--- config.mk ---
export PLATFORM = sky130hd
export DESIGN_NAME = mpf_irq_filter
export DESIGN_NICKNAME = d
export VERILOG_FILES = /design/src/rtl/mpf_pkg.sv /design/src/rtl/mpf_addr_cmp.sv /design/src/rtl/mpf_policy.sv /design/src/rtl/mpf_irq_filter.sv
export SDC_FILE = /design/constraint.sdc
export NUM_CORES = 1
export LEC_CHECK = 0
export BUFFER_PORTS_ARGS = -buffer_cell sky130_fd_sc_hd__buf_4
export CAP_MARGIN = 20
export CORE_AREA = 2 2 39 41
export CTS_CLUSTER_DIAMETER = 50
export DETAILED_ROUTE_END_ITERATION = 10
export DIE_AREA = 0 0 41 43
export GPL_TIMING_DRIVEN = 0
export PLACE_DENSITY = 0.43
export REMOVE_ABC_BUFFERS = 1
export SYNTH_ARGS = -nofsm -noshare
export SYNTH_HDL_FRONTEND = slang
export SYNTH_SLANG_ARGS = --single-unit
--- constraint.sdc ---
create_clock -name clk -period 1.2 [get_ports clk]
set_clock_uncertainty 0.05 [all_clocks]
set_input_delay 0 -clock clk [delete_from_list [all_inputs] [get_ports clk]]
set_output_delay 0 -clock clk [all_outputs]
set_load 0.005 [all_outputs]
--- src/rtl/mpf_pkg.sv ---
package mpf_pkg;

    typedef enum logic [1:0] {
        FM_ALL  = 2'b00,
        FM_ADDR = 2'b01,
        FM_WIN  = 2'b10,
        FM_DATA = 2'b11
    } fmode_e;

    typedef struct packed {
        logic irq;
        logic is_addr;
        logic match;
    } mpf_state_t;

    localparam mpf_state_t MPF_RESET = '{irq: 1'b0, is_addr: 1'b0, match: 1'b0};

endpackage

--- src/rtl/mpf_addr_cmp.sv ---
module mpf_addr_cmp #(
    parameter int DW = 8
) (
    input  logic [DW-1:0] data_i,
    input  logic [DW-1:0] cmp_i,
    output logic          hit_o
);
    always_comb begin
        hit_o = (data_i == cmp_i);
    end
endmodule

--- src/rtl/mpf_policy.sv ---
module mpf_policy
    import mpf_pkg::*;
(
    input  logic   mp_en_i,
    input  fmode_e mode_i,
    input  logic   bit9_i,
    input  logic   hit_i,
    input  logic   match_q_i,
    output logic   want_irq_o,
    output logic   upd_match_o,
    output logic   addr_now_o
);
    always_comb begin
        addr_now_o  = mp_en_i & bit9_i;
        upd_match_o = addr_now_o;
        if (!mp_en_i) begin
            want_irq_o = 1'b1;
        end else begin
            unique case (mode_i)
                FM_ALL:  want_irq_o = 1'b1;
                FM_ADDR: want_irq_o = bit9_i;
                FM_WIN:  want_irq_o = bit9_i ? hit_i : match_q_i;
                FM_DATA: want_irq_o = bit9_i ? 1'b0 : match_q_i;
                default: want_irq_o = 1'b0;
            endcase
        end
    end


    always_comb begin
        if (mp_en_i && bit9_i && mode_i == FM_DATA)
            data_mode_addr_quiet_chk: assert (!want_irq_o);
    end
endmodule

--- src/rtl/mpf_irq_filter.sv ---
module mpf_irq_filter
    import mpf_pkg::*;
#(
    parameter int DW = 8
) (
    input  logic          clk,
    input  logic          rst_n,
    input  logic          rx_valid,
    input  logic [DW-1:0] rx_data,
    input  logic          rx_bit9,
    input  logic          mp_en,
    input  logic [1:0]    filt_mode,
    input  logic [DW-1:0] cmp_addr,
    output logic          irq_pulse,
    output logic          is_addr
);
    mpf_state_t st_d, st_q;
    logic       hit, want_irq, upd_match, addr_now;

    mpf_addr_cmp #(.DW(DW)) u_cmp (
        .data_i (rx_data),
        .cmp_i  (cmp_addr),
        .hit_o  (hit)
    );

    mpf_policy u_pol (
        .mp_en_i     (mp_en),
        .mode_i      (fmode_e'(filt_mode)),
        .bit9_i      (rx_bit9),
        .hit_i       (hit),
        .match_q_i   (st_q.match),
        .want_irq_o  (want_irq),
        .upd_match_o (upd_match),
        .addr_now_o  (addr_now)
    );

    always_comb begin
        st_d     = st_q;
        st_d.irq = 1'b0;
        if (rx_valid) begin
            st_d.irq     = want_irq;
            st_d.is_addr = addr_now;
            if (upd_match) st_d.match = hit;
        end
    end

    always_ff @(posedge clk or negedge rst_n) begin
        if (!rst_n) st_q <= MPF_RESET;
        else        st_q <= st_d;
    end

    assign irq_pulse = st_q.irq;
    assign is_addr   = st_q.is_addr;


    irq_needs_strobe_chk: assert property (@(posedge clk) disable iff (!rst_n)
        irq_pulse |-> $past(rx_valid));


    bypass_always_irq_chk: assert property (@(posedge clk) disable iff (!rst_n)
        $past(rx_valid && !mp_en) |-> irq_pulse);


    addr_mode_data_quiet_chk: assert property (@(posedge clk) disable iff (!rst_n)
        $past(rx_valid && mp_en && !rx_bit9 && filt_mode == 2'b01) |-> !irq_pulse);


    match_hold_chk: assert property (@(posedge clk) disable iff (!rst_n)
        !$past(rx_valid && mp_en && rx_bit9) |-> $stable(st_q.match));


    addr_flag_chk: assert property (@(posedge clk) disable iff (!rst_n)
        $past(rx_valid && mp_en) |-> (is_addr == $past(rx_bit9)));
endmodule

Yosys cells after proc, flatten, opt, wreduce, memory -nomap -nowiden. Cells that the tools add are included.

Flip-flop bits (word level): 3. Input port bits: 23. Logic and storage cells: 16.

Eq/ne operators: 4. Muxes and demuxes: 6. Bitwise logic cells: 1. Reduce and logical (&&, ||, !) cells: 2.

Operators with widths (number): == test 8 bit (1); == test 2 bit (second input constant) (2); two-way mux 1 bit (4); case mux 1 bit (4 select lines) (1); two-way mux 3 bit (1); == test 2 x 1 -> 1 bit (second input constant) (1); zero test 2 bit (1); AND reduction 2 bit (1); AND 1 bit (1).

Longest topological paths before layout.
Depth in word-level cells: 5. Depth in mapped cells: 4.

By module. Synthesis repeated with hierarchy kept, for this count alone.

Cells, all modules: 25. Area total of the unflattened synthesis: 241.5 um^2.

By module, submodules not included: mpf_irq_filter (times used 1, cells an instance 7, area an instance 112.6 um^2); mpf_addr_cmp (times used 1, cells an instance 11, area an instance 86.3 um^2); mpf_policy (times used 1, cells an instance 7, area an instance 42.5 um^2).

Worst setup path before layout. Ideal clock, no wire load.

Path type: register to register. Start: reg st_q[0] (netlist bit). End: reg st_q, in the netlist irq_pulse. Setup time: 128 ps. Arrival: 691 ps. Required time: 1022 ps. Setup slack: 330 ps. Stages on the path, launching flop included: 5. Buffers on the path: 0. Clock period less this slack: 870 ps. Cells stage by stage: dfrtp_1 -> nand2b_1 -> a22oi_1 -> o21ai_0 -> o31ai_1.

RTL lines: from (decl) (RTL line mpf_irq_filter.sv:17) `mpf_state_t st_d, st_q;`; from (signal assigned) (RTL line mpf_irq_filter.sv:49) `else st_q <= st_d;`.

==> flow_summary.json <==
{
  "drtPass1Iterations": 3,
  "cp.required_ns": 1.25,
  "maxCapViolations": 0,
  "cts_buffer_depth": 2,
  "dpl-instance-area_um2": 434,
  "cts_hold_buf": 3,
  "num_vias": 299,
  "cp-end-kind": "flop",
  "cts_tree": "built",
  "tns_ns": 0,
  "grt_pass1_vias": 301,
  "synth_top_area_share_pct": 32.1,
  "clock_tree.root_cell": "clkbuf_4",
  "num-nets-final": 81,
  "layout_commonest_cell": "buf_4",
  "numCtsBuffers": 3,
  "synth_seq_cells": 3,
  "dp_cells": 66,
  "seqCellArea_um2": 75.1,
  "core_area_um2": 1380,
  "synth_top_cell_by_area": "dfrtp_1",
  "outcome": "completed",
  "grt_max_degree": 5,
  "multi_input_area_um2": 151,
  "synth_area_leaders": "dfrtp_1 32%, xor2_1 30%, nor4_2 11%",
  "fmax_ghz": 1.06,
  "cts.sinks": 3,
  "path_class": "reg -> reg",
  "cts.reportedPaths.clkPinSlew_ns": 0.04,
  "syn_to_final_growth_pct": 110,
  "dieHeight_um": 43,
  "holdCritPathClass": "in -> reg",
  "syn_area_per_cell_um2": 9.00,
  "hold_violations": 0,
  "drcViolationCount": 0,
  "syn_area_um2": 234,
  "design_area_um2": 490,
  "cp.arrival_ns": 0.99,
  "io-pin-count": 25,
  "wl_um": 631,
  "die_x_um": 41,
  "irDropWorstVdd_v": 0.000292,
  "layout-drive-gt1-share_pct": 50.9,
  "fillers": 162,
  "ff2ff_setup_slack_ns": 0.26,
  "grt.total_usage_pct": 8.73,
  "start_util_pct": 16.9,
  "maxSlewHeadroom_pct": 83.9,
  "rsz0062_at_grt": "false",
  "maxSlewViolCount": 0,
  "num_rows": 14,
  "post-route-period-util_pct": 78.5,
  "final-setup-viol-count": 0,
  "cts_max_level": 1,
  "tightestPinTransition_ns": 0.239,
  "grt_overflow": 0,
  "gp_congestion": 0.564,
  "cts_resized": 0,
  "final_cells": 73,
  "final_cell_mix": "24 x buf_4, 8 x xor2_1",
  "io_buffers": 24,
  "min_period_ns": 0.942,
  "ys_seq_area_share_pct": 32.1,
  "leakage_nw": 0.242,
  "yosys.cell_types.count": 11,
  "grt_pass1_wl_um": 993,
  "avgViaCountPerCell": 4.10,
  "worstSkewPairLatency_ns": 0.23,
  "routedWlPerCell_um": 8.64,
  "syn_inst": 26,
  "first_iter_violations": 3,
  "antenna_cells": 0,
  "p_per_area_nw_per_um2": 815,
  "worstPathMaxFanout": 2,
  "die-area_um2": 1760,
  "ys_warn_count": 0,
  "critPathLaunchType": "flop",
  "post_cts.repair.setup_buffers": 0,
  "whs_ns": 0.00708,
  "antenna_found_initial": 0,
  "ant_nets": 0
}
[registers in the layout, indices dropped and copies added, names as in the netlist]
register,count
irq_pulse,1
is_addr,1
st_q,1
[per-stage QoR]
step           util (%)  power [mW]  worst slack (ns)
6_report           35.4       0.400             0.258
5_1_grt            35.4       0.429             0.140
3_3_place_gp       31.4       0.220             0.111
2_1_floorplan         -       0.145             0.330
4_1_cts            35.4       0.409             0.248
3_5_place_dp       31.4       0.221            0.0826
[worst max-delay path: stages (launching register included)]
cell and delay [ns]:
dfrtp_1 0.37, nand2b_1 0.07, a22oi_1 0.07, o21ai_0 0.15
o31ai_1 0.10
[synthesized netlist by cell type]
cell and n:
xor2_1 8, dfrtp_1 3, nand2_1 3, o21ai_0 3
inv_1 2, nor4_2 2, a22oi_1 1, nand2b_1 1
nand3_1 1, nor2_1 1, o31ai_1 1
[worst paths after layout]
check / from / endpoint / cells past startpoint
worst min-delay path: rx_bit9 / irq_pulse / 3
min in group asynchronous: rst_n / st_q[0] / 2
worst max-delay path: st_q[0] / irq_pulse / 4
worst min register to register: st_q[0] / st_q[0] / 2
worst max register to register: st_q[0] / irq_pulse / 4
max in group asynchronous: rst_n / irq_pulse / 2
[kinds of logic after synthesis]
| kind of cell | Yosys count | synth area share [%] |
|---|---|---|
| AOI/OAI and AO/OA | 5 | 12.8 |
| DFF | 3 | 32.1 |
| xor gates and xnor gates | 8 | 29.9 |
| buffers and inverters | 2 | 3.21 |
| and+or+nand+nor | 8 | 21.9 |
[report_power, final]
part	switching [mW]	total (mW)	internal, mW	leakage (nW)
Clock	0.0504	0.175	0.124	0.0150
Sequential	0.00184	0.109	0.107	0.0393
Combinational	0.0401	0.116	0.0761	0.187
[area by class of cell]
class                      instances  area share, %
tap                               16           4.08
clock buffer                       4           5.36
inverter                           2           1.53
sequential                         3           15.3
multi-input combinational         21           30.9
timing repair buffer              27           42.9
[layer usage]
layer	GRT usage, %	share of wire [%]
met1	9.65	37
met4	6.00	0
met5	0	0
met3	4.71	20
met2	12.2	42
(Power assumes the default switching activity.)
